File: config.mk
export PLATFORM = sky130hd
export DESIGN_NAME = crc8_barrett_reduce
export DESIGN_NICKNAME = d
export VERILOG_FILES = /design/src/rtl/crc8_barrett_reduce.sv
export SDC_FILE = /design/constraint.sdc
export NUM_CORES = 1
export LEC_CHECK = 0
export BUFFER_PORTS_ARGS = -buffer_cell sky130_fd_sc_hd__buf_2
export CORE_MARGIN = 2
export CORE_UTILIZATION = 53
export CTS_CLUSTER_DIAMETER = 200
export DETAILED_ROUTE_END_ITERATION = 12
export GPL_TIMING_DRIVEN = 0
export PLACE_DENSITY_LB_ADDON = 0.2
export SYNTH_ARGS = -nofsm -noshare
export SYNTH_HDL_FRONTEND = slang
export SYNTH_SLANG_ARGS = --single-unit
File: constraint.sdc
create_clock -name clk -period 1.4 [get_ports clk]
set_clock_uncertainty 0.2 [all_clocks]
set_input_delay 0.35 -clock clk [delete_from_list [all_inputs] [get_ports clk]]
set_output_delay 0.35 -clock clk [all_outputs]
set_load 0.01 [all_outputs]
File: src/rtl/crc8_barrett_reduce.sv
module crc8_barrett_reduce #(
  parameter logic [7:0] POLY_LO  = 8'h07,
  parameter bit         REG_FOLD = 1'b1,
  parameter bit         REG_QUOT = 1'b1,
  parameter bit         REG_OUT  = 1'b1
) (
  input  logic        clk,
  input  logic        rst_n,
  input  logic        in_valid,
  input  logic [15:0] in_data,
  output logic        out_valid,
  output logic [7:0]  out_crc
);

  localparam int         LATENCY = int'(REG_FOLD) + int'(REG_QUOT) + int'(REG_OUT);
  localparam logic [8:0] POLY    = {1'b1, POLY_LO};

  function automatic logic [15:0] clmul8(input logic [7:0] a, input logic [7:0] b);
    logic [15:0] p;
    p = '0;
    for (int i = 0; i < 8; i++)
      if (b[i]) p = p ^ (16'(a) << i);
    return p;
  endfunction

  function automatic logic [7:0] pow_mod(input int n);
    logic [8:0] d;
    d = 9'd1;
    for (int i = 0; i < n; i++) begin
      d = d << 1;
      if (d[8]) d = d ^ POLY;
    end
    return d[7:0];
  endfunction

  function automatic logic [7:0] inverse_lo();
    logic [15:0] q;
    logic [8:0]  d;
    q = '0;
    d = 9'd1;
    for (int i = 0; i < 16; i++) begin
      d = d << 1;
      q = q << 1;
      if (d[8]) begin
        q[0] = 1'b1;
        d = d ^ POLY;
      end
    end
    return q[7:0];
  endfunction

  localparam logic [7:0] FOLD_K = pow_mod(16);
  localparam logic [7:0] INV_LO = inverse_lo();

  // step 1: fold upper byte right by 16 positions
  logic [15:0] u_c;
  assign u_c = clmul8(in_data[15:8], FOLD_K) ^ {in_data[7:0], 8'h00};

  logic        v1;
  logic [15:0] u1;
  if (REG_FOLD) begin : g_reg_fold
    always_ff @(posedge clk or negedge rst_n)
      if (!rst_n) v1 <= 1'b0;
      else        v1 <= in_valid;
    always_ff @(posedge clk)
      if (in_valid) u1 <= u_c;
  end else begin : g_pass_fold
    assign v1 = in_valid;
    assign u1 = u_c;
  end

  // step 2: quotient estimate, inverse = x^8 + INV_LO
  logic [15:0] qm;
  logic [7:0]  q_c;
  assign qm  = clmul8(u1[15:8], INV_LO);
  assign q_c = u1[15:8] ^ qm[15:8];

  logic       v2;
  logic [7:0] ulo2, q2;
  if (REG_QUOT) begin : g_reg_quot
    always_ff @(posedge clk or negedge rst_n)
      if (!rst_n) v2 <= 1'b0;
      else        v2 <= v1;
    always_ff @(posedge clk)
      if (v1) begin
        ulo2 <= u1[7:0];
        q2   <= q_c;
      end
  end else begin : g_pass_quot
    assign v2   = v1;
    assign ulo2 = u1[7:0];
    assign q2   = q_c;
  end

  // step 3: remove quotient times polynomial, low byte only
  logic [15:0] bm;
  logic [7:0]  crc_c;
  assign bm    = clmul8(q2, POLY_LO);
  assign crc_c = ulo2 ^ bm[7:0];

  if (REG_OUT) begin : g_reg_out
    always_ff @(posedge clk or negedge rst_n)
      if (!rst_n) out_valid <= 1'b0;
      else        out_valid <= v2;
    always_ff @(posedge clk)
      if (v2) out_crc <= crc_c;
  end else begin : g_pass_out
    assign out_valid = v2;
    assign out_crc   = crc_c;
  end

  function automatic logic [7:0] long_mod(input logic [23:0] x);
    logic [23:0] r;
    r = x;
    for (int i = 23; i >= 8; i--)
      if (r[i]) r = r ^ (24'(POLY) << (i - 8));
    return r[7:0];
  endfunction

  assert_fold_residue_R1: assert property (@(posedge clk) disable iff (!rst_n)
    in_valid |-> long_mod({8'h00, u_c}) == long_mod({in_data, 8'h00}));

  assert_quot_bound_R1: assert property (@(posedge clk) disable iff (!rst_n)
    v1 |-> (u1[15:8] ^ q_c ^ clmul8(q_c, POLY_LO) >> 8) == 16'h0000);

  assert_valid_known_R6: assert property (@(posedge clk) disable iff (!rst_n)
    !$isunknown(out_valid));

  if (LATENCY > 0) begin : g_lat_chk
    logic [1:0] since_rst;
    always_ff @(posedge clk or negedge rst_n)
      if (!rst_n)               since_rst <= 2'd0;
      else if (since_rst != 2'd3) since_rst <= since_rst + 2'd1;

    assert_valid_latency_R5: assert property (@(posedge clk) disable iff (!rst_n)
      (int'(since_rst) >= LATENCY) |-> out_valid == $past(in_valid, LATENCY));

    assert_crc_residue_R1: assert property (@(posedge clk) disable iff (!rst_n)
      (int'(since_rst) >= LATENCY && out_valid) |->
        out_crc == long_mod({$past(in_data, LATENCY), 8'h00}));
  end

endmodule

Word-level counts from Yosys, hierarchy flattened. Cells that the tools add are included.

Flip-flop bits (word level): 43. Input bits: 19. Output and inout bits: 9. Logic and storage cells: 16.

Bitwise operators: 9.

Operators by type and width (count): bitwise XOR 8 bit (3); bitwise XOR 12 x 16 -> 16 bit (1); bitwise XOR 10 x 12 -> 12 bit (1); bitwise XOR 8 x 10 -> 10 bit (1); bitwise XOR 9 x 10 -> 10 bit (1); bitwise XOR 8 x 9 -> 9 bit (1); bitwise XOR 8 x 2 -> 8 bit (1).

Longest topological paths before layout. Gate-level depths: netlist of the first run.

Depth in word-level cells: 3. Gate-level depth with buffers: 2. Depth with buffers taken out: 2.

Worst setup path after synthesis of the first run. OpenSTA, ideal clock, no wires.

Path kind: register -> register. Start point: reg q2[4]. End point: reg out_crc[4], data pin. Setup time: 0.263 ns. Arrival: 0.734 ns. Data required time: 0.937 ns. Path slack: 0.202 ns. Stages on the path, launching flop included: 3. Path buffers: 0. Period minus slack after synthesis: 1.198 ns. Path through: edfxtp_1 > xor2_1 > xnor2_1.

Word-level cells in the longest chain between the ends: 3.

RTL lines: start, declared (RTL line 79) `logic [7:0] ulo2, q2;`; start signal, assigned (RTL line 87) `q2 <= q_c;`; bitwise XOR 8 bit (2 in series) (RTL line 22) `if (b[i]) p = p ^ (16'(a) << i);`; bitwise XOR 8 bit (RTL line 99) `assign crc_c = ulo2 ^ bm[7:0];`; named net crc_c[4] (RTL line 97) `logic [7:0] crc_c;`; end signal, assigned (RTL line 106) `if (v2) out_crc <= crc_c;`; end, declared (RTL line 12) `output logic [7:0] out_crc`.

The timed path passes the listed nets, and every way through them passes these cells. A chain may end at the register's enable or synchronous reset.

Worst setup path in the final report of the first run.
Start point: reg out_crc[7]. End point: out out_crc[7].

No word-level cell between the ends.

==> results_dict.tcl, run 1 <==
set metrics [dict create \
    synth.net_count 96 \
    cts.repair.resized 0 \
    synth_most_common_cell "edfxtp_1" \
    yosys.area.top_type "edfxtp_1" \
    area_growth_syn_to_layout_pct 21.9 \
    period_share_pct 99.9 \
    power_w 0.00294 \
    slowest_stage "edfxtp_1" \
    clock-root-buffer "clkbuf_4" \
    place_inst 135 \
    holdCritPathClass "input port to flop" \
    synth_xor_area_share_pct 18.9 \
    ys_types 4 \
    critPathLaunchType "flop" \
    crit_buf_inv 1 \
    synthMuxAreaShare_pct 0 \
    die_area_mm2 0.00342 \
    synth-compound-area-share_pct 0 \
    synthCells 77 \
    use_met3_pct 6.59 \
    antenna_found_initial 0 \
    worstPathArrival_ns 0.85 \
    fmax_ghz 0.715 \
    grt_pass1_wl_um 3010 \
    synth_sequential_area_ratio_pct 81.1 \
    post_drt_wl_per_cell_um 12.1 \
    path_cells "buf_2" \
    grt_max_degree 18 \
    antenna_cells 0 \
    path_class "flop to primary output" \
    max_stage_delay_ns 0.37 \
    leakage_nw 0.711 \
    end_kind "primary output" \
    ys.flop_type "edfxtp_1" \
    nNetsFinal 137 \
    cts.sinks 43 \
    busiest_layer "met2" \
    ant_nets 0 \
    setup-tns-final_ns 0 \
    power_density_mw_per_mm2 1530 \
    required_ns 0.85 \
    die_y_um 58.5 \
    via_per_inst 4.78 \
    cts.htree.levels 2 \
    yosys-top-cells-area "edfxtp_1, xnor2_1, xor2_1, dfrtp_1" \
    grt_pass1_vias 676 \
    routabilityCongestion 0.619 \
    fin_hold_ws_ns 0.0896 \
    wl_um 1820 \
    status "finished, final reports clean" \
    dr.pass1.iters 3 \
    max_slew.worst_pin.slew_ns 0.634 \
    nFillCells 186 \
    vias 717 \
    drv_slew 0 \
    grtUsageMet2_pct 20.4 \
    cts_tree "built" \
    netlist_area_mm2 0.00157 \
    maxCapViolCount 0 \
    placementRows 19 \
    gr-total-overflow 0 \
    grt.met1_usage_pct 13.8 \
    drc 0 \
    insertion_delay_ns 0.34 \
    port_buffers 27 \
    layout-drive-gt1-share_pct 28.6 \
    die_width_um 58.5 \
    cts_made_buffers 5 \
    synth_top_family_by_area "XOR/XNOR gates" \
    cts_buffer_depth 2 \
    hold_viol_final 0 \
    grt_usage_pct 12.8 \
    fin_cells 150 \
    yosys_warnings 0 \
    ir_drop_mv 1.32 \
    synth-adder-area-share_pct 0 \
    crit_family "flip-flops" \
    first_iter_violations 11 \
    yosysTopAreaCellShare_pct 76.3 \
    synth_edf_count 40 \
    num_io_pins 28 \
    synthArstFlopShare_pct 6.98 \
    initial_core_util_pct 56.6 \
    rsz0062_at_grt "true" \
    fp.coreArea_mm2 0.00278 \
    cts_setup_buffers 0 \
    synth_commonest_cells "edfxtp_1, xnor2_1, xor2_1" \
    synthSimpleGateAreaFrac_pct 0 \
    ys_seq_elements 43 \
    setup_viol 0 \
    clk_pin_slew_ns 0.12 \
    avgSynthCellArea_um2 20.4 \
    cp_max_fo 1 \
    fin_crit_ns 1.40 \
    relSlewSlack_pct 57.7 \
]
metrics by stage:
stage	area, µm²	util, %	worst slack (ns)
floorplan	1570	-	0.202
CTS	1910	68.6	-0.0296
detailed placement	1750	62.8	0.0787
global placement	1750	62.8	0.0973
global route	1920	69.0	-0.0800
finish	1920	69.0	0.00193
flip-flops by register name, indices dropped and copies added (netlist names):
signal,flops
out_crc,8
u1,16
q2,8
v1,1
out_valid,1
v2,1
ulo2,8
path summary, 6_finish.rpt:
check,startpoint,endpoint,slack [ns],cells after the start
worst min register to register,u1[11],q2[3],0.24,0
worst min-delay path,in_data[3],u1[11],0.09,2
max in group asynchronous,rst_n,out_valid,0.77,2
worst max-delay path,out_crc[7],out_crc[7],0.002,1
worst max register to register,v1,q2[5],0.08,0
min in group asynchronous,rst_n,v1,0.12,2
power breakdown:
part,leakage [nW],internal (W),switching [W]
combinational,0.232,0.000185,0.000147
clock,0.0525,0.000557,0.000366
sequential,0.426,0.00162,0.0000709
total,0.711,0.00236,0.000585
cell type report:
type / instances / area (µm²) / area share (%)
timing repair buffer: 34 / 205 / 10.7
clock inverter: 2 / 60.1 / 3.13
tap: 31 / 38.8 / 2.02
clock buffer: 6 / 41.3 / 2.15
sequential: 43 / 1280 / 66.5
multi-input combinational: 34 / 298 / 15.5
cell families (layout without fill, tap and decap cells):
logic type | Yosys count | in the layout
flip-flops | 43 | 43
XOR/XNOR | 34 | 34
buffers and inverters | 0 | 42
repair_timing:
action	4_1_cts	5_1_grt
hold buffers	6	1
hold endpoints to repair	8	1
endpoints found under the setup margin	9	9
cell usage in the layout, fill, tap and decap left out:
cell and instances:
dlygate4sd3_1 7, clkbuf_1 1, xor2_1 12, clkbuf_4 5
buf_2 27, bufinv_16 2, edfxtp_1 40, xnor2_1 22
dfrtp_1 3
routing by layer:
metal	part of all wire, %	vias up
met2	54	29
li1	-	358
met1	37	325
met5	0	-
met3	7.5	5
met4	1.7	0
Note: power is estimated with default switching activity, not from simulation.
==> inputs of run 2 (changes only) <==
--- a/config.mk
+++ b/config.mk
@@ -11,6 +11,7 @@
 export CTS_CLUSTER_DIAMETER = 200
 export DETAILED_ROUTE_END_ITERATION = 12
 export GPL_TIMING_DRIVEN = 0
+export HOLD_SLACK_MARGIN = 0.12
 export PLACE_DENSITY_LB_ADDON = 0.2
 export SYNTH_ARGS = -nofsm -noshare
 export SYNTH_HDL_FRONTEND = slang
==> results_dict.tcl, run 2 (synthesized netlist as in run 1, its figures left out) <==
set metrics [dict create \
    p_int_w 0.00238 \
    setup_viol 2 \
    wl_um 2040 \
    place_inst 135 \
    end_kind "primary output" \
    antenna_found_initial 0 \
    p_clk_share_pct 31.3 \
    drc 0 \
    grt_pass1_vias 750 \
    fin_util_pct 72.6 \
    clk_pin_slew_ns 0.13 \
    die_width_um 58.5 \
    cts_buffer_depth 2 \
    fin_cells 160 \
    cts_made_buffers 5 \
    relSlewSlack_pct 58.4 \
    hold_viol_final 0 \
    fin_crit_ns 1.40 \
    area_growth_syn_to_layout_pct 28.3 \
    crit_family "flip-flops" \
    violations "setup timing" \
    ant_nets 0 \
    r2r_cells 0 \
    critPathLaunchType "flop" \
    initial_core_util_pct 56.6 \
    cts.sinks 43 \
    slowest_stage "edfxtp_1" \
    power_frac_comb_pct 12.0 \
    dr.pass1.iters 2 \
    crit_buf_inv 1 \
    fmax_ghz 0.714 \
    fin_hold_ws_ns 0.138 \
    required_ns 0.85 \
    power.switching_w 0.000599 \
    post_drt_wl_per_cell_um 12.8 \
    finalWorstSetupSlack_ns -0.000428 \
    first_iter_violations 11 \
    cts.htree.levels 2 \
    leakage_nw 0.753 \
    cts.repair.resized 0 \
    nNetsFinal 147 \
    gr-total-overflow 0 \
    grt_pass1_wl_um 3350 \
    routabilityCongestion 0.619 \
    power_density_mw_per_mm2 1470 \
    drv_slew 0 \
    status "finished, violations left" \
    regMostFlops "u1" \
    die_y_um 58.5 \
    die_area_mm2 0.00342 \
    cts_setup_buffers 0 \
    via_per_inst 4.77 \
    pre_cts_slack_ns 0.0787 \
    fp.coreArea_mm2 0.00278 \
    rsz0062_at_grt "true" \
    most-common-layout-cells "edfxtp_1, buf_2, xnor2_1" \
    worstPathArrival_ns 0.85 \
    cp_max_fo 1 \
    antenna_cells 0 \
    placementRows 19 \
    path_cells "buf_2" \
    port_buffers 27 \
    cts_tree "built" \
    setup-tns-final_ns -0.000605 \
    layout-drive-gt1-share_pct 26.4 \
    path_depth 1 \
    maxCapViolCount 0 \
    clock-root-buffer "clkbuf_4" \
    ir_drop_mv 1.32 \
    path_class "flop to primary output" \
    vias 763 \
    grt_usage_pct 14.3 \
    grt_max_degree 18 \
    worst_hold_path.num_cells 2 \
    max_stage_delay_ns 0.37 \
    final_common_cell "edfxtp_1" \
    insertion_delay_ns 0.35 \
    max_slew.worst_pin.slew_ns 0.624 \
    switching_share_pct 20.1 \
    largest_reg_flops 16 \
    num_io_pins 28 \
    holdCritPathClass "input port to flop" \
    sequentialPowerShare_pct 56.7 \
    period_share_pct 100 \
]
[run 2: cell count changes in the layout (fill, tap and decap cells not counted), sizes merged]
cell,previous run,this run
dlygate4sd3,7,17
[run 2: cell type report]
cell class,count,area [µm²]
Clock buffer,6,41.3
Clock inverter,2,60.1
Fill cell,175,762
Multi-Input combinational cell,34,298
Sequential cell,43,1280
Tap cell,31,38.8
Timing Repair Buffer,44,305
[run 2: metal layers]
layer	GRT usage [%]	share of wire, %
met5	0	0
met4	6.98	2.2
met3	6.81	7.8
met2	23.9	53
met1	15.0	37
[run 2: worst paths after layout]
| check | start | to | slack, ns |
|---|---|---|---|
| worst max-delay path | out_crc[7] | out_crc[7] | -0.0004 |
| worst min register to register | u1[11] | q2[3] | 0.24 |
| worst max register to register | v1 | ulo2[2] | 0.08 |
| min in group asynchronous | rst_n | v1 | 0.67 |
| worst min-delay path | in_data[14] | u1[10] | 0.14 |
| max in group asynchronous | rst_n | out_valid | 0.17 |
[run 2: power groups by stage]
stage          clock (W)  combinational [W]  sequential [W]
2_1_floorplan          0           0.000184         0.00174
3_3_place_gp           0           0.000316         0.00171
3_5_place_dp           0           0.000322         0.00172
4_1_cts         0.000945           0.000358         0.00169
5_1_grt          0.00101           0.000394         0.00171
6_report        0.000932           0.000357         0.00169
[run 2: stage by stage]
| stage | total power, W | cell area, µm² |
|---|---|---|
| final | 0.00298 | 2020 |
| after global routing | 0.00312 | 2020 |
| after CTS | 0.00300 | 2020 |
| after detailed placement | 0.00204 | 1750 |
| after global placement | 0.00203 | 1750 |
| after floorplan | 0.00192 | 1570 |
[run 2: timing repair]
| action | 4_1_cts | 5_1_grt |
|---|---|---|
| hold buffers | 17 | 0 |
| endpoints found under the hold margin | 17 | 0 |
| setup endpoints to repair | 9 | 9 |
